===== src/rtl/dsf_pkg.sv =====
package dsf_pkg;

    localparam int ADDR_W = 12;
    localparam int DATA_W = 32;
    localparam int CMD_W  = 8;
    localparam int CNT_W  = DATA_W - CMD_W;
    localparam int NCACHE = 2;

    typedef logic [ADDR_W-1:0] addr_t;
    typedef logic [DATA_W-1:0] word_t;
    typedef logic [CNT_W-1:0]  count_t;

    // Handshake state of one buffer toward the arbiter
    typedef enum logic [1:0] {
        LS_IDLE  = 2'd0,
        LS_WAIT  = 2'd1,
        LS_SERVE = 2'd2
    } link_state_e;

    // Fetch command codes carried in the descriptor's top byte
    typedef enum logic [CMD_W-1:0] {
        CMD_READ  = 8'h00,
        CMD_WRITE = 8'h80
    } mem_cmd_e;

    // One bus beat as seen by every client
    typedef struct packed {
        logic  strobe;
        logic  write;
        addr_t addr;
        word_t data;
    } bus_beat_t;

    // Descriptor words sit at the top of the client address space
    localparam addr_t DESC_CMD_ADDR  = addr_t'((1 << ADDR_W) - 4);
    localparam addr_t DESC_BASE_ADDR = addr_t'((1 << ADDR_W) - 3);

    function automatic word_t make_cmd_word(mem_cmd_e cmd, count_t n);
        return {cmd, n};
    endfunction

endpackage


===== src/rtl/dsf_link_fsm.sv =====
module dsf_link_fsm
    import dsf_pkg::*;
(
    input  logic clk,
    input  logic rst,
    input  logic trig_i,
    input  logic sel_i,
    output logic req_o,
    output logic busy_o,
    output logic active_o,
    output logic done_o
);

    link_state_e state_q, state_d;

    always_comb begin
        state_d = state_q;
        unique case (state_q)
            LS_IDLE:  if (trig_i) state_d = LS_WAIT;
            LS_WAIT:  if (sel_i)  state_d = LS_SERVE;
            LS_SERVE: if (!sel_i) state_d = LS_IDLE;
            default:              state_d = LS_IDLE;
        endcase
    end

    always_ff @(posedge clk) begin
        if (rst) state_q <= LS_IDLE;
        else     state_q <= state_d;
    end

    assign req_o    = (state_q == LS_WAIT);
    assign busy_o   = (state_q != LS_IDLE);
    assign active_o = sel_i && (state_q != LS_IDLE);
    assign done_o   = (state_q == LS_SERVE) && !sel_i;


    req_clears_chk: assert property (@(posedge clk) disable iff (rst)
        (req_o && sel_i) |=> !req_o);


    busy_release_chk: assert property (@(posedge clk) disable iff (rst)
        $fell(busy_o) |-> $past(!sel_i));


    busy_retrigger_chk: assert property (@(posedge clk) disable iff (rst)
        (busy_o && trig_i && sel_i) |=> (busy_o && !req_o));


    trig_raises_chk: assert property (@(posedge clk) disable iff (rst)
        (!busy_o && trig_i) |=> (req_o && busy_o));

endmodule


===== src/rtl/dsf_base_track.sv =====
module dsf_base_track
    import dsf_pkg::*;
#(
    parameter word_t BASE_INIT = 32'h0,
    parameter word_t STEP      = 32'h40
) (
    input  logic  clk,
    input  logic  rst,
    input  logic  restart_i,
    input  logic  advance_i,
    output word_t base_o
);

    always_ff @(posedge clk) begin
        if (rst || restart_i) base_o <= BASE_INIT;
        else if (advance_i)   base_o <= base_o + STEP;
    end


    restart_chk: assert property (@(posedge clk) disable iff (rst)
        restart_i |=> (base_o == BASE_INIT));


    advance_chk: assert property (@(posedge clk) disable iff (rst)
        (advance_i && !restart_i) |=> (base_o == $past(base_o) + STEP));


    hold_chk: assert property (@(posedge clk) disable iff (rst)
        (!advance_i && !restart_i) |=> $stable(base_o));

endmodule


===== src/rtl/dsf_line_store.sv =====
module dsf_line_store
    import dsf_pkg::*;
#(
    parameter int DEPTH = 8,
    localparam int IDX_W = $clog2(DEPTH)
) (
    input  logic             clk,
    input  logic             rst,
    input  logic             wr_en_i,
    input  logic [IDX_W-1:0] wr_idx_i,
    input  word_t            wr_data_i,
    input  logic [IDX_W-1:0] rd_idx_i,
    output word_t            rd_data_o
);

    word_t mem_q [DEPTH];

    always_ff @(posedge clk) begin
        if (rst) begin
            for (int i = 0; i < DEPTH; i++) mem_q[i] <= '0;
        end else if (wr_en_i) begin
            mem_q[wr_idx_i] <= wr_data_i;
        end
    end

    assign rd_data_o = mem_q[rd_idx_i];


    store_readback_chk: assert property (@(posedge clk) disable iff (rst)
        ($past(wr_en_i) && (rd_idx_i == $past(wr_idx_i)))
            |-> (rd_data_o == $past(wr_data_i)));

endmodule


===== src/rtl/scanline_fetch_ctrl.sv =====
module scanline_fetch_ctrl
    import dsf_pkg::*;
#(
    parameter int    CACHE_DEPTH = 8,
    parameter int    LINE_WORDS  = 8,
    parameter word_t FB_BASE     = 32'h0010_0000,
    parameter word_t LINE_STRIDE = 32'h0000_0020
) (
    input  logic        clk,
    input  logic        rst,
    input  logic        frame_start_i,
    input  logic        fill_even_i,
    input  logic        fill_odd_i,
    output logic [1:0]  mu_req_o,
    input  logic [1:0]  mu_sel_i,
    input  logic        mu_strobe_i,
    input  logic        mu_write_i,
    input  logic [11:0] mu_addr_i,
    input  logic [31:0] mu_wdata_i,
    output logic [31:0] mu_rdata_o,
    output logic [1:0]  busy_o
);

    localparam int    IDX_W      = $clog2(CACHE_DEPTH);
    localparam word_t PAIR_STEP  = word_t'(LINE_STRIDE * 2);
    localparam addr_t LINE_LIMIT = addr_t'(CACHE_DEPTH);
    localparam word_t DESC_WORD  = make_cmd_word(CMD_READ, count_t'(LINE_WORDS));

    bus_beat_t beat;
    assign beat = '{strobe: mu_strobe_i, write: mu_write_i,
                    addr: mu_addr_i, data: mu_wdata_i};

    logic in_line;
    logic [IDX_W-1:0] line_idx;
    assign in_line  = (beat.addr < LINE_LIMIT);
    assign line_idx = beat.addr[IDX_W-1:0];

    logic [NCACHE-1:0] trig_vec;
    logic [NCACHE-1:0] active_vec;
    logic [NCACHE-1:0] done_vec;
    word_t             resp_vec [NCACHE];

    assign trig_vec = {fill_odd_i, fill_even_i};

    for (genvar k = 0; k < NCACHE; k++) begin : g_buf
        word_t base_w;
        word_t line_w;
        word_t slot_w;
        logic  wr_en_w;

        dsf_link_fsm u_link (
            .clk      (clk),
            .rst      (rst),
            .trig_i   (trig_vec[k]),
            .sel_i    (mu_sel_i[k]),
            .req_o    (mu_req_o[k]),
            .busy_o   (busy_o[k]),
            .active_o (active_vec[k]),
            .done_o   (done_vec[k])
        );

        dsf_base_track #(
            .BASE_INIT (word_t'(FB_BASE + LINE_STRIDE * k)),
            .STEP      (PAIR_STEP)
        ) u_base (
            .clk       (clk),
            .rst       (rst),
            .restart_i (frame_start_i),
            .advance_i (done_vec[k]),
            .base_o    (base_w)
        );

        assign wr_en_w = active_vec[k] && beat.strobe && beat.write && in_line;

        dsf_line_store #(
            .DEPTH (CACHE_DEPTH)
        ) u_store (
            .clk       (clk),
            .rst       (rst),
            .wr_en_i   (wr_en_w),
            .wr_idx_i  (line_idx),
            .wr_data_i (beat.data),
            .rd_idx_i  (line_idx),
            .rd_data_o (line_w)
        );

        always_comb begin
            slot_w = '0;
            if (beat.addr == DESC_CMD_ADDR)       slot_w = DESC_WORD;
            else if (beat.addr == DESC_BASE_ADDR) slot_w = base_w;
            else if (in_line)                     slot_w = line_w;
        end

        assign resp_vec[k] = (active_vec[k] && beat.strobe && !beat.write)
                             ? slot_w : '0;
    end

    always_comb begin
        mu_rdata_o = '0;
        for (int k = 0; k < NCACHE; k++) mu_rdata_o = mu_rdata_o | resp_vec[k];
    end


    rdata_source_chk: assert property (@(posedge clk) disable iff (rst)
        (mu_rdata_o != '0) |-> (|(mu_sel_i & busy_o)));


    req_implies_busy_chk: assert property (@(posedge clk) disable iff (rst)
        |(mu_req_o & ~busy_o) == 1'b0);

endmodule


===== config.mk =====
export PLATFORM = sky130hd
export DESIGN_NAME = scanline_fetch_ctrl
export DESIGN_NICKNAME = d
export VERILOG_FILES = /design/src/rtl/dsf_pkg.sv /design/src/rtl/dsf_link_fsm.sv /design/src/rtl/dsf_base_track.sv /design/src/rtl/dsf_line_store.sv /design/src/rtl/scanline_fetch_ctrl.sv
export SDC_FILE = /design/constraint.sdc
export NUM_CORES = 1
export LEC_CHECK = 0
export CAP_MARGIN = 10
export CORE_MARGIN = 3
export CORE_UTILIZATION = 64
export DETAILED_ROUTE_END_ITERATION = 10
export GPL_ROUTABILITY_DRIVEN = 0
export PLACE_DENSITY = 0.83
export SLEW_MARGIN = 20
export SYNTH_ARGS = -nofsm -noshare
export SYNTH_HDL_FRONTEND = slang
export SYNTH_SLANG_ARGS = --single-unit

===== constraint.sdc =====
create_clock -name clk -period 5 [get_ports clk]
set_input_delay 1.25 -clock clk [delete_from_list [all_inputs] [get_ports clk]]
set_output_delay 1.25 -clock clk [all_outputs]
set_load 0.05 [all_outputs]

==> results.cfg <==
[power]
p_leak_nw = 11.0
powerDensity_nw_per_um2 = 335
p_int_mw = 7.96
p_seq_frac = 0.525
switchingPower_mw = 2.23
pwr-share-clk = 0.412
irDropWorstVdd_v = 0.000285
power_frac_comb = 0.063
swShare = 0.219

[timing]
timing.final.crit_share = 0.942
tns_ns = 0
slew_headroom = 0.217
skew_ns = 0.0213
hold_viol_final = 0
slew_violations = 0
period_needed_ns = 4.71
fin_ws_ns = 0.291
rsz0062_at_grt = no
fmax_ghz = 0.212
worstMarginPinSlew_ns = 1.17
setup_viol = 0

[route]
dr.pass1.iters = 6
vias = 16800
wire_per_inst_um = 29.7
drc = 0
ant_nets = 0
drtIter0Drc = 2748
routed_via_density = 6.84
routed_wl_um = 73000

[yosys]
synth_top_area_share = 0.575
ys_seq_elements = 568
synthSimpleGateAreaFrac = 0.183
synth_nets = 1879
netlist_top_cells_area = edfxtp_1, mux4_2, and2_1
avgSynthCellArea_um2 = 14.7
ys.flop_type = edfxtp_1
async_flop_share = 0
synth_top_family_by_area = simple AND/OR/NAND/NOR gates
yosysTopAreaCell = edfxtp_1
syn_area_um2 = 26700
yosysWarnings = 0
syn_inst = 1824
synth_edf_count = 512
synth.distinct_cells = 52
yosys.area_share.xor_xnor = 0.00655
synth_fa_ha_area_frac = 0.000936
muxShareOfSynthArea = 0.131
synth_compound_area_frac = 0.0337
ys_seq_area_frac = 0.617

[min_path]
hold_depth = 2
min_to = g_buf[1].u_base.base_o[31]$_SDFFE_PP0P_
hold_class = flip-flop to flip-flop
hold_start = g_buf[1].u_base.base_o[31]$_SDFFE_PP0P_

[worst_setup_path]
max_stage_delay_ns = 0.58
critPathArrivalTime_ns = 3.46
path_max_fanout = 5
ff2ff_setup_slack_ns = 1.91
rr_endpoint = g_buf[0].u_store.mem_q[2][27]$_SDFFCE_PN0P_
worst-r2r-cell-count = 6
worstPathRequired_ns = 3.75
cp_cell_sequence = clkdlybuf4s50_1 -> nand4b_1 -> nor4_2 -> and2_1 -> buf_4 -> a221o_1 -> buf_12
reg2reg_from = g_buf[0].u_link.state_q[1]$_SDFFE_PP0P_
critPathLaunchType = input pin
critPathKind = input pin to output pin
endpoint_kind = output pin
cpMaxStageDelayCell = nor4_2

[layout]
num-nets-final = 1933
seqCellArea_um2 = 16500
multi_input_area_um2 = 9550
area_growth_pct = 13.6
layout_common_cells = edfxtp_1, and2_1, mux4_2
final_common_cell = edfxtp_1
n_fill_cell = 2431
drive_gt1_frac = 0.218
postLayoutCoreUtil = 0.741
antenna_cells = 0

[place]
dp_hpwl_um = 40700
place.port_buffers = 88
post-place-ws_ns = 0.368

[global_route]
grt_pass1_vias = 17200
grt_max_degree = 49
antenna_found_initial = 5
grtUsageTotal = 0.335
grt.overflow.total = 0
grt_first_pass_wirelength_um = 108000

[floorplanning]
die_h_um = 210
initial_core_util = 0.652
placementRows = 74
coreArea_um2 = 41000
ios = 89
fp.dieArea_um2 = 44300
fp.dieW_um = 210

[clocking]
path_clk_slew_ns = 0.06
clkLatencyLatePin_ns = 0.62
cts_tree = yes
h-tree-depth = 2
cts.sinks = 568
cts.path.max_buffers = 3
holdBufCountCts = 0
post_cts_buffers = 0
cts_resized = 0
cts-root-buf = clkbuf_16
cts_buffers = 57

[run_status]
outcome = finished clean

[flow_run]
drv_cap = 0
-- flip-flops by register name, summed over array words and instances, names as in the netlist --
register	flops
g_buf.u_base.base_o	52
g_buf.u_store.mem_q	512
g_buf.u_link.state_q	4
-- per-layer routing --
metal / global-route usage / up-vias / wire length, um
met5: 0 / - / 17
met3: 0.0765 / 263 / 9710
met1: 0.458 / 8344 / 25500
met2: 0.518 / 1260 / 33900
li1: - / 6931 / -
met4: 0.163 / 2 / 3830
-- cell usage after synthesis (5+ instances only) --
library cell,number
edfxtp_1,512
and2_1,453
mux4_2,128
clkbuf_1,71
and2_2,64
dfxtp_1,56
mux2i_1,54
nand2_1,45
clkbuf_2,38
nand3_1,38
a21oi_1,32
buf_2,29
a22o_1,26
nor2_1,26
o221ai_1,20
or4_1,20
or2_2,19
o31ai_1,18
nand4_1,16
xnor2_1,13
and4_1,11
buf_4,10
buf_1,9
a221o_1,8
mux2_2,8
nor4_1,8
o21ai_0,8
inv_1,7
nor3_1,7
nor3_2,7
or3_1,7
xor2_1,7
and3_1,5
nor3_4,5
nor4_4,5
-- through the flow --
stage	cells	power [mW]	hold slack (ns)	cell area, um^2
after floorplan	1824	5.81	0.443	26700
after global placement	2351	6.06	0.461	28600
after detailed placement	2351	6.08	0.485	28600
after CTS	2455	10.2	0.492	30400
after global routing	2455	10.4	0.514	30400
final	2455	10.2	0.495	30400
-- power groups by stage --
stage	sequential (mW)	combinational [mW]	clock (mW)
after floorplan	5.42	0.389	0
after global placement	5.44	0.622	0
after detailed placement	5.45	0.632	0
after CTS	5.35	0.636	4.20
after global routing	5.36	0.670	4.38
final	5.35	0.641	4.19
-- worst max path at each step --
stage                 start             end  slack [ns]  cells after the start
6_report       mu_addr_i[8]  mu_rdata_o[14]        0.29                      7
3_5_place_dp   mu_addr_i[9]  mu_rdata_o[11]        0.37                      6
4_1_cts        mu_addr_i[9]  mu_rdata_o[11]        0.32                      6
5_1_grt        mu_addr_i[9]  mu_rdata_o[11]        0.12                      6
2_1_floorplan  mu_addr_i[2]  mu_rdata_o[29]        0.64                      6
3_3_place_gp   mu_addr_i[8]  mu_rdata_o[25]        0.35                      7
-- area by class of cell --
type / instances / area share
tap: 532 / 0.0219
sequential: 568 / 0.543
multi-input combinational: 1091 / 0.314
inverter: 8 / 0.000989
timing repair buffer: 152 / 0.0607
clock buffer: 70 / 0.0486
clock inverter: 34 / 0.0105
-- critical path: cells and delay by family --
| family | cells | cell delay [ns] |
|---|---|---|
| simple gates | 3 | 0.97 |
| buf+inv | 3 | 0.92 |
| compound gates | 1 | 0.31 |
-- cell families (layout without fill, tap and decap cells) --
group | after synthesis | count (layout)
flip-flops | 568 | 568
adder cells (fa/ha/maj) | 2 | 2
AO/OA/AOI/OAI | 123 | 123
AND/OR/NAND/NOR | 756 | 756
XOR/XNOR | 20 | 20
buffers and inverters | 165 | 264
multiplexers | 190 | 190
No activity file was read; power rests on OpenSTA's default activity.
